[config.mk]
export PLATFORM = sky130hd
export DESIGN_NAME = eeprom_wprot_ctrl
export DESIGN_NICKNAME = d
export VERILOG_FILES = /design/src/rtl/wprot_pkg.sv /design/src/rtl/wprot_enable_latch.sv /design/src/rtl/wprot_cycle_timer.sv /design/src/rtl/wprot_arbiter.sv /design/src/rtl/eeprom_wprot_ctrl.sv
export SDC_FILE = /design/constraint.sdc
export NUM_CORES = 1
export LEC_CHECK = 0
export BUFFER_PORTS_ARGS = -buffer_cell sky130_fd_sc_hd__buf_2
export CORE_MARGIN = 2
export CORE_UTILIZATION = 45
export DETAILED_ROUTE_END_ITERATION = 6
export GPL_ROUTABILITY_DRIVEN = 0
export GPL_TIMING_DRIVEN = 0
export PLACE_DENSITY = 0.91
export SLEW_MARGIN = 10
export SYNTH_ARGS = -nofsm -noshare
export SYNTH_HDL_FRONTEND = slang
export SYNTH_HIERARCHICAL = 1
export SYNTH_SLANG_ARGS = --single-unit
[constraint.sdc]
create_clock -name clk -period 4.3 [get_ports clk]
set_input_delay 0.86 -clock clk [delete_from_list [all_inputs] [get_ports clk]]
set_output_delay 0.86 -clock clk [all_outputs]
set_load 0.005 [all_outputs]
[src/rtl/wprot_pkg.sv]
package wprot_pkg;

    // Protection level held in the two protect bits of the status byte.
    typedef enum logic [1:0] {
        PROT_NONE    = 2'b00,
        PROT_QUARTER = 2'b01,
        PROT_HALF    = 2'b10,
        PROT_ALL     = 2'b11
    } prot_lvl_e;

    // Status byte as seen by the host, MSB first.
    typedef struct packed {
        logic [3:0] spare;
        prot_lvl_e  lvl;
        logic       wel;
        logic       wip;
    } status_t;

    // Verdict for a commit strobe.
    typedef struct packed {
        logic acc_wr;
        logic acc_sr;
        logic rej;
    } verdict_t;

    localparam int STAT_LVL_LSB = 2;

    // A locked region always starts on a quarter boundary, so the two top
    // address bits are enough to decide.
    function automatic logic region_locked(prot_lvl_e lvl, logic [1:0] top2);
        logic hit;
        unique case (lvl)
            PROT_NONE:    hit = 1'b0;
            PROT_QUARTER: hit = (top2 == 2'b11);
            PROT_HALF:    hit = top2[1];
            default:      hit = 1'b1;
        endcase
        return hit;
    endfunction

    function automatic status_t pack_status(prot_lvl_e lvl, logic wel, logic wip);
        status_t s;
        s.spare = '0;
        s.lvl   = lvl;
        s.wel   = wel;
        s.wip   = wip;
        return s;
    endfunction

endpackage

[src/rtl/wprot_enable_latch.sv]
module wprot_enable_latch (
    input  logic clk,
    input  logic por,
    input  logic soft_rst,
    input  logic wp_n,
    input  logic cs_n,
    input  logic wren_done,
    input  logic wrdi,
    input  logic consume,
    output logic wel
);

    logic cs_q;
    logic armed;
    logic cs_rise;
    logic clr_any;

    assign cs_rise = cs_n & ~cs_q;
    assign clr_any = ~wp_n | wrdi | consume | soft_rst;

    always_ff @(posedge clk) begin
        if (por) begin
            cs_q  <= 1'b1;
            armed <= 1'b0;
            wel   <= 1'b0;
        end else begin
            cs_q <= cs_n;
            if (soft_rst || cs_rise) begin
                armed <= 1'b0;
            end else if (wren_done) begin
                armed <= 1'b1;
            end
            if (clr_any) begin
                wel <= 1'b0;
            end else if (cs_rise && armed) begin
                wel <= 1'b1;
            end
        end
    end


    wel_held_low_chk: assert property (@(posedge clk) disable iff (por)
        !wp_n |=> !wel);


    wel_set_on_cs_rise_chk: assert property (@(posedge clk) disable iff (por)
        $rose(wel) |-> ($past(cs_n) && !$past(cs_n, 2)));

endmodule

[src/rtl/wprot_cycle_timer.sv]
module wprot_cycle_timer #(
    parameter int CYCLE_CLKS = 20
) (
    input  logic clk,
    input  logic por,
    input  logic start,
    output logic busy
);

    localparam int CNT_W = (CYCLE_CLKS > 1) ? $clog2(CYCLE_CLKS) : 1;
    localparam logic [CNT_W-1:0] LOAD = CNT_W'(CYCLE_CLKS - 1);

    logic [CNT_W-1:0] remain;

    always_ff @(posedge clk) begin
        if (por) begin
            busy   <= 1'b0;
            remain <= '0;
        end else if (start) begin
            busy   <= 1'b1;
            remain <= LOAD;
        end else if (busy) begin
            if (remain == '0) begin
                busy <= 1'b0;
            end else begin
                remain <= remain - 1'b1;
            end
        end
    end


    no_restart_busy_chk: assert property (@(posedge clk) disable iff (por)
        start |-> !busy);


    remain_bound_chk: assert property (@(posedge clk) disable iff (por)
        busy |-> (remain <= LOAD));

endmodule

[src/rtl/wprot_arbiter.sv]
module wprot_arbiter
    import wprot_pkg::*;
#(
    parameter int ADDR_W = 9
) (
    input  logic              wrsr_commit,
    input  logic              write_commit,
    input  logic [ADDR_W-1:0] write_addr,
    input  prot_lvl_e         lvl,
    input  logic              wel,
    input  logic              wp_n,
    input  logic              busy,
    output verdict_t          verdict
);

    logic permit;
    logic locked;
    logic seen;

    assign permit = wp_n & wel & ~busy;
    assign locked = region_locked(lvl, write_addr[ADDR_W-1 -: 2]);
    assign seen   = (wrsr_commit | write_commit) & ~busy;

    always_comb begin
        verdict.acc_sr = wrsr_commit & permit;
        verdict.acc_wr = ~wrsr_commit & write_commit & permit & ~locked;
        verdict.rej    = seen & ~(verdict.acc_sr | verdict.acc_wr);
    end

endmodule

[src/rtl/eeprom_wprot_ctrl.sv]
module eeprom_wprot_ctrl
    import wprot_pkg::*;
#(
    parameter int ADDR_W     = 9,
    parameter int CYCLE_CLKS = 20
) (
    input  logic              clk,
    input  logic              por,
    input  logic              soft_rst,
    input  logic              wp_n,
    input  logic              cs_n,
    input  logic              wren_done,
    input  logic              wrdi,
    input  logic              wrsr_commit,
    input  logic [7:0]        wrsr_data,
    input  logic              write_commit,
    input  logic [ADDR_W-1:0] write_addr,
    output logic [7:0]        status_byte,
    output logic              grant,
    output logic              deny,
    output logic              busy
);

    verdict_t  verdict;
    prot_lvl_e lvl_q;
    logic      wel;
    logic      accept;
    status_t   stat;

    assign accept = verdict.acc_wr | verdict.acc_sr;

    wprot_enable_latch latch_i (
        .clk       (clk),
        .por       (por),
        .soft_rst  (soft_rst),
        .wp_n      (wp_n),
        .cs_n      (cs_n),
        .wren_done (wren_done),
        .wrdi      (wrdi),
        .consume   (accept),
        .wel       (wel)
    );

    wprot_arbiter #(.ADDR_W(ADDR_W)) arb_i (
        .wrsr_commit  (wrsr_commit),
        .write_commit (write_commit),
        .write_addr   (write_addr),
        .lvl          (lvl_q),
        .wel          (wel),
        .wp_n         (wp_n),
        .busy         (busy),
        .verdict      (verdict)
    );

    wprot_cycle_timer #(.CYCLE_CLKS(CYCLE_CLKS)) timer_i (
        .clk   (clk),
        .por   (por),
        .start (accept),
        .busy  (busy)
    );

    always_ff @(posedge clk) begin
        if (por) begin
            lvl_q <= PROT_NONE;
            grant <= 1'b0;
            deny  <= 1'b0;
        end else begin
            if (verdict.acc_sr) begin
                lvl_q <= prot_lvl_e'(wrsr_data[STAT_LVL_LSB +: 2]);
            end
            grant <= accept;
            deny  <= verdict.rej;
        end
    end

    assign stat        = pack_status(lvl_q, wel, busy);
    assign status_byte = stat;


    grant_deny_excl_chk: assert property (@(posedge clk) disable iff (por)
        !(grant && deny));


    grant_side_effects_chk: assert property (@(posedge clk) disable iff (por)
        grant |-> (busy && !wel));


    lvl_hold_chk: assert property (@(posedge clk) disable iff (por)
        !verdict.acc_sr |=> $stable(lvl_q));


    wp_blocks_grant_chk: assert property (@(posedge clk) disable iff (por)
        ((write_commit || wrsr_commit) && !wp_n) |=> !grant);

endmodule

## Yosys cells after proc, flatten, opt, wreduce, memory -nomap -nowiden

Cells that the tools add are included.

- Add/sub/neg operators: 1
- $mul: 0
- Div/mod/pow operators: 0
- $lt $le $gt $ge: 0
- Equal/unequal tests: 4
- Shift-type cells: 0
- Mux-type cells: 7
- Bitwise gates (word level): 21
- Reduce and logical (&&, ||, !) cells: 10

Operator list:

| kind | number |
|---|---|
| $mux W5 | 3 |
| $and A1 B1 Y1 | 9 |
| $not A1 Y1 | 7 |
| $reduce_or A2 Y1 | 3 |
| $logic_not A5 Y1 | 1 |
| $or A1 B1 Y1 | 5 |
| $sub A5 B1 Y5 const B | 1 |
| $eq A2 B2 Y1 const B | 2 |
| $reduce_and A2 Y1 | 2 |
| $mux W1 | 3 |
| $pmux W1 S3 | 1 |
| $eq A2 B1 Y1 const B | 1 |
| $logic_not A2 Y1 | 1 |
| $ne A2 B2 Y1 const B | 1 |
| $reduce_bool A2 Y1 | 1 |
| $logic_and A1 B1 Y1 | 1 |
| $logic_or A1 B1 Y1 | 1 |

- Register bits: 13
- Latch bits: 0
- RAM bits: 0
- ROM bits: 0
- Input port bits: 26
- Output and inout port bits: 11
- Word-level logic and storage cells: 52
- Memories: 0

## Longest topological paths before layout

Gate-level depths: netlist of run 1.

- Depth in word-level cells: 8
- Mapped depth: 7
- Gate-level depth less buffers: 7

## Cells and area by module

The synthesis of run 1 kept the hierarchy.

By module, submodules not included:

| module | times used | cells an instance | area an instance (um2) | sequential area each (um2) |
|---|---|---|---|---|
| wprot_cycle_timer | 1 | 32 | 280.3 | 120.1 |
| eeprom_wprot_ctrl | 1 | 18 | 185.2 | 80.1 |
| wprot_enable_latch | 1 | 11 | 116.4 | 60.1 |
| wprot_arbiter | 1 | 11 | 70.1 | 0.0 |

## Worst setup path after synthesis of run 1

OpenSTA, ideal clock, no wires.

- Kind: input-to-reg
- Start: input write_commit
- End: register timer_i.remain[1]
- Setup time: 124 ps
- Arrival time: 1791 ps
- Data required time: 4176 ps
- Path slack: 2385 ps
- Stages on the path: 4
- Path buffers: 0
- Cells stage by stage: nor4b_2 > and3_1 > or2_4 > o311a_2

RTL lines:

| what | RTL line | source |
|---|---|---|
| start, declared | eeprom_wprot_ctrl.sv:16 | `input logic write_commit,` |
| end signal, assigned | wprot_cycle_timer.sv:26 | `remain <= remain - 1'b1;` |
| end, declared | wprot_cycle_timer.sv:13 | `logic [CNT_W-1:0] remain;` |

## Final worst setup path of run 1

- Start: register timer_i.busy
- End: output status_byte[0]

RTL lines:

| what | RTL line | source |
|---|---|---|
| start, declared | wprot_cycle_timer.sv:7 | `output logic busy` |
| start signal, assigned | wprot_cycle_timer.sv:17 | `busy <= 1'b0;` |
| start signal, assigned | wprot_cycle_timer.sv:20 | `busy <= 1'b1;` |
| start signal, assigned | wprot_cycle_timer.sv:24 | `busy <= 1'b0;` |
| end, declared | eeprom_wprot_ctrl.sv:18 | `output logic [7:0] status_byte,` |

No word-level cell between the ends.

==> results_dict.tcl, run 1 <==
set metrics [dict create \
    max_freq_mhz 508 \
    hold_violations 0 \
    hold_start "latch_i/cs_q" \
    setup_viol 0 \
    clockBufferDepth 2 \
    required_ns 3.44 \
    port_buffers 19 \
    period_minus_slack_ns 1.97 \
    hold_depth 2 \
    reg2reg_from "timer_i/remain[0]" \
    cts_root_buf "clkbuf_4" \
    die_x_um 42.1 \
    cp_slowest_cell "dfxtp_1" \
    core.rowCount 13 \
    coreArea_um2 1330 \
    ff2ff_path_depth 5 \
    ys_ff_latch 13 \
    cts_tree "yes" \
    start_util 0.489 \
    grt_pass1_wl_mm 2.25 \
    final_util 0.602 \
    netlist_instances 72 \
    cts_setup_buffers 0 \
    cp-end-kind "primary output" \
    die_h_um 42.1 \
    grt_pass1_vias 547 \
    viasPerCell 5.09 \
    fin_crit_sh 0.458 \
    synthSimpleGateAreaFrac 0.288 \
    dieArea_um2 1770 \
    grt_max_degree 15 \
    dp_slack_ns 2.14 \
    totalPowerFinal_w 0.000215 \
    worstReg2RegEnd "timer_i/remain[1]" \
    clock_skew_ns 0.00247 \
    ys.warnings.count 6 \
    start_kind "flop" \
    synth_compound_area_frac 0.146 \
    cts_resized 0 \
    nNetsFinal 126 \
    dr.pass1.iters 4 \
    drive_gt1_frac 0.378 \
    ys_types 35 \
    ff2ff_setup_slack_ns 2.69 \
    yosysTopAreaCell "dfxtp_1" \
    syn_avg_cell_area_um2 9.05 \
    setup_ws_ns 2.33 \
    overflow 0 \
    ant_nets 0 \
    drtIter0Drc 8 \
    htreeDepth 1 \
    irDropWorstVdd_v 0.000155 \
    hold_buffers 0 \
    num_vias 575 \
    ys_async_sr_fraction 0 \
    status "complete, no violations" \
    clk_latency_ns 0.27 \
    dp_hpwl_um 924 \
    synthFlopType "dfxtp_1" \
    cp_cell_sequence "buf_4, buf_2" \
    hold_class "reg -> reg" \
    n_antenna_cell 0 \
    synth-edff-count 0 \
    slowest_delay_ns 0.56 \
    tns_ns 0 \
    cp_max_fo 12 \
    synth_xor_area_frac 0 \
    rsz0062_at_grt "false" \
    fillers 126 \
    slew_viol_final 0 \
    wirelength_mm 1.24 \
    clkTransAtPathRegs_ns 0.08 \
    cellLeakagePower_nw 0.364 \
    path_buf_inv 2 \
    syn_to_final_growth_pct 23.2 \
    wl_per_cell_um 11.0 \
    synthTopCellsByArea "dfxtp_1, buf_4, nor2_1" \
    maxCapViolations 0 \
    drc 0 \
    synthMuxAreaShare 0.0307 \
    synth_top_family_by_area "simple AND/OR/NAND/NOR gates" \
    holdPathEnd "latch_i/armed" \
    grt_usage 0.160 \
    antenna_found_initial 0 \
    synth_fa_ha_area_frac 0.0192 \
    synth_area_um2 652 \
    critical-path-top-delay-family "flip-flops" \
    cts.sinks 13 \
    seq_area_frac_synth 0.399 \
    critPathKind "reg -> out" \
    pin_count 37 \
    synth_top_area_frac 0.399 \
    worstPathArrival_ns 1.11 \
    p_per_area_nw_per_um2 267 \
    numCtsBuffers 3 \
]
## placed cells by master, fill, tap and decap left out, types with 2 or more instances in the layout
cell type | netlist | final
buf_2 | 0 | 19
dfxtp_1 | 13 | 13
nor2_1 | 9 | 9
buf_4 | 6 | 6
inv_1 | 6 | 6
conb_1 | 1 | 4
nand3_1 | 3 | 3
clkbuf_4 | 0 | 3
mux2i_1 | 2 | 2
or4b_1 | 2 | 2
nand2_1 | 2 | 2
nor3_1 | 2 | 2
a21oi_1 | 2 | 2
## where the power goes
part	leakage, nW	switching, W	internal [W]	total (W)
clock network	0.0150	0.0000402	0.0000359	0.0000761
logic	0.243	0.00000734	0.00000898	0.0000163
registers	0.105	0.000000556	0.000122	0.000122
## worst register-to-register path: cells and delay by family, from the launching register on
family | cells | cell delay [ns]
AO/OA/AOI/OAI | 1 | 0.33
AND/OR/NAND/NOR | 1 | 0.42
buffers and inverters | 2 | 0.26
flip-flops | 1 | 0.32
adder cells (fa/ha/maj) | 1 | 0.16
## worst max path at each step
stage	from	endpoint	slack, ns	depth (start not counted)
2_1_floorplan	write_commit	timer_i/remain[1]	2.38	4
3_3_place_gp	wp_n	timer_i/remain[1]	2.18	7
3_5_place_dp	wp_n	timer_i/remain[1]	2.14	7
4_1_cts	timer_i/busy	status_byte[0]	2.34	2
5_1_grt	timer_i/busy	status_byte[0]	2.27	2
6_report	timer_i/busy	status_byte[0]	2.33	2
## Yosys cell counts (2+ instances only)
cell type,instances
dfxtp_1,13
nor2_1,9
buf_4,6
inv_1,6
nand3_1,3
a21oi_1,2
mux2i_1,2
nand2_1,2
nor3_1,2
or4b_1,2
## layout make-up
type                       count  area, µm²  share of cell area
clock buffer                   4       26.3              0.0327
buffer                         7       50.0              0.0623
timing repair buffer          19       95.1               0.118
tap                           15       18.8              0.0234
inverter                       6       22.5              0.0280
multi-input combinational     49        330               0.411
sequential                    13        260               0.324
## state kept, by name, summed over array words and instances (netlist names)
signal / count
timer_i/remain: 5
latch_i/wel: 1
lvl_q: 2
deny: 1
latch_i/armed: 1
latch_i/cs_q: 1
grant: 1
timer_i/busy: 1
## cells by family (layout without fill, tap and decap cells)
logic type | Yosys count | in the layout
compound gates | 12 | 12
fa+ha+maj | 1 | 1
buf+inv | 13 | 36
flops | 13 | 13
mux | 2 | 2
other cells | 1 | 4
simple gates | 30 | 30
## layer usage
layer / track usage / vias up / wire (µm)
li1: - / 299 / -
met1: 0.209 / 244 / 579
met4: 0.0750 / 0 / 12
met5: 0 / - / 0
met2: 0.250 / 30 / 539
met3: 0.0345 / 2 / 110
## through the flow
step	instances	instance area [µm²]	hold WS, ns
2_1_floorplan	75	663	0.437
3_3_place_gp	109	777	0.453
3_5_place_dp	109	777	0.465
4_1_cts	113	803	0.475
5_1_grt	113	803	0.508
6_report	113	803	0.470
Note: power is estimated with default switching activity, not from simulation.
==> run 2: changes to the inputs <==
--- a/config.mk
+++ b/config.mk
@@ -7,11 +7,11 @@
 export LEC_CHECK = 0
 export BUFFER_PORTS_ARGS = -buffer_cell sky130_fd_sc_hd__buf_2
 export CORE_MARGIN = 2
-export CORE_UTILIZATION = 45
+export CORE_UTILIZATION = 42
 export DETAILED_ROUTE_END_ITERATION = 6
 export GPL_ROUTABILITY_DRIVEN = 0
 export GPL_TIMING_DRIVEN = 0
-export PLACE_DENSITY = 0.91
+export PLACE_DENSITY = 0.86
 export SLEW_MARGIN = 10
 export SYNTH_ARGS = -nofsm -noshare
 export SYNTH_HDL_FRONTEND = slang
==> constraint.sdc (replaced) <==
create_clock -name clk -period 1.9 [get_ports clk]
set_input_delay 0.38 -clock clk [delete_from_list [all_inputs] [get_ports clk]]
set_output_delay 0.38 -clock clk [all_outputs]
set_load 0.005 [all_outputs]
==> results_dict.tcl, run 2 (synthesized netlist as in run 1, its figures left out) <==
set metrics [dict create \
    hold_class "in -> reg" \
    coreArea_um2 1470 \
    largest_reg_flops 5 \
    hold_depth 2 \
    num_vias 596 \
    worstReg2RegEnd "timer_i/remain[1]" \
    rsz0062_at_grt "false" \
    overflow 0 \
    clk_latency_ns 0.28 \
    ant_nets 0 \
    grt_pass1_wl_mm 2.14 \
    cellLeakagePower_nw 0.364 \
    clock_skew_ns 0.00628 \
    maxCapViolations 0 \
    numCtsBuffers 3 \
    drtIter0Drc 21 \
    status "complete, no violations" \
    dp_hpwl_um 995 \
    cts_tree "yes" \
    antenna_found_initial 0 \
    cts_setup_buffers 0 \
    drc 0 \
    n_antenna_cell 0 \
    tns_ns 0 \
    hold_start "soft_rst" \
    wirelength_mm 1.33 \
    core.rowCount 14 \
    largestRegisters "timer_i/remain (5), lvl_q (2)" \
    die_h_um 43.4 \
    die_x_um 43.4 \
    start_kind "flop" \
    pin_count 37 \
    cts_resized 0 \
    cts.sinks 13 \
    htreeDepth 1 \
    viasPerCell 5.23 \
    reg2reg_from "timer_i/busy" \
    ff2ff_path_depth 6 \
    hold_buffers 0 \
    slew_viol_final 0 \
    worstPathArrival_ns 1.81 \
    irDropWorstVdd_v 0.000327 \
    hold_violations 0 \
    syn_to_final_growth_pct 23.4 \
    cts_root_buf "clkbuf_4" \
    grt_pass1_vias 535 \
    clkTransAtPathRegs_ns 0.08 \
    nNetsFinal 126 \
    start_util 0.443 \
    required_ns 2.07 \
    wl_per_cell_um 11.6 \
    final_util 0.547 \
    timing.hold.ws_ns 0.304 \
    dieArea_um2 1880 \
    ff2ff_setup_slack_ns 0.26 \
    totalPowerFinal_w 0.000483 \
    period_minus_slack_ns 1.64 \
    dr.pass1.iters 4 \
    setup_viol 0 \
    max_freq_mhz 608 \
    fin_crit_sh 0.865 \
    drive_gt1_frac 0.378 \
    largest-register "timer_i/remain" \
    dp_slack_ns 0.203 \
    grt_usage 0.157 \
    cp-end-kind "flop" \
    most-common-layout-cells "buf_2, dfxtp_1, nor2_1" \
    cp_max_fo 12 \
    p_per_area_nw_per_um2 600 \
    port_buffers 19 \
    setup_ws_ns 0.256 \
    critPathKind "reg -> reg" \
    clockBufferDepth 2 \
    grt_max_degree 15 \
    layout_commonest_cell "buf_2" \
    holdPathEnd "latch_i/armed" \
]
[run 2: cell counts in the layout (fill, tap and decap cells not counted)]
Identical to the previous run, type by type.
[run 2: where the power goes]
group          total [W]  internal (W)  switching [W]
sequential      0.000277      0.000276     0.00000118
clock           0.000169     0.0000814      0.0000876
combinational  0.0000370     0.0000204      0.0000166
[run 2: how the worst max path moves through the flow]
stage | slack, ns | startpoint | to
2_1_floorplan | 0.38 | timer_i/remain[0] | timer_i/remain[1]
3_3_place_gp | 0.25 | wp_n | timer_i/remain[1]
3_5_place_dp | 0.20 | wp_n | timer_i/remain[1]
4_1_cts | 0.28 | latch_i/wel | timer_i/remain[1]
5_1_grt | 0.16 | timer_i/busy | timer_i/remain[3]
6_report | 0.26 | timer_i/busy | timer_i/remain[1]
[run 2: layout make-up]
class                           count  area (µm²)
Fill cell                         145         667
Multi-Input combinational cell     49         330
Sequential cell                    13         260
Timing Repair Buffer               19        95.1
Buffer                              7        50.0
Clock buffer                        4        26.3
Inverter                            6        22.5
Tap cell                           16        20.0
[run 2: critical path, stage by stage (launching register included)]
cell and delay, ns:
dfxtp_1 0.56, nor4b_2 0.10, and3_1 0.19, or2_4 0.28
inv_1 0.12, nand4_1 0.11, o311a_2 0.16
[run 2: stage by stage]
stage,std cells,instance area [µm²]
floorplan,75,663
global placement,110,778
detailed placement,110,778
CTS,114,805
global route,114,805
finish,114,805
[run 2: routing by layer]
layer,share of wire,wire length (µm),GRT usage,vias up
li1,-,-,-,296
met4,0.023,31,0.133,0
met2,0.50,659,0.257,25
met3,0.052,69,0.0417,4
met1,0.43,567,0.167,271
met5,0,0,0,-
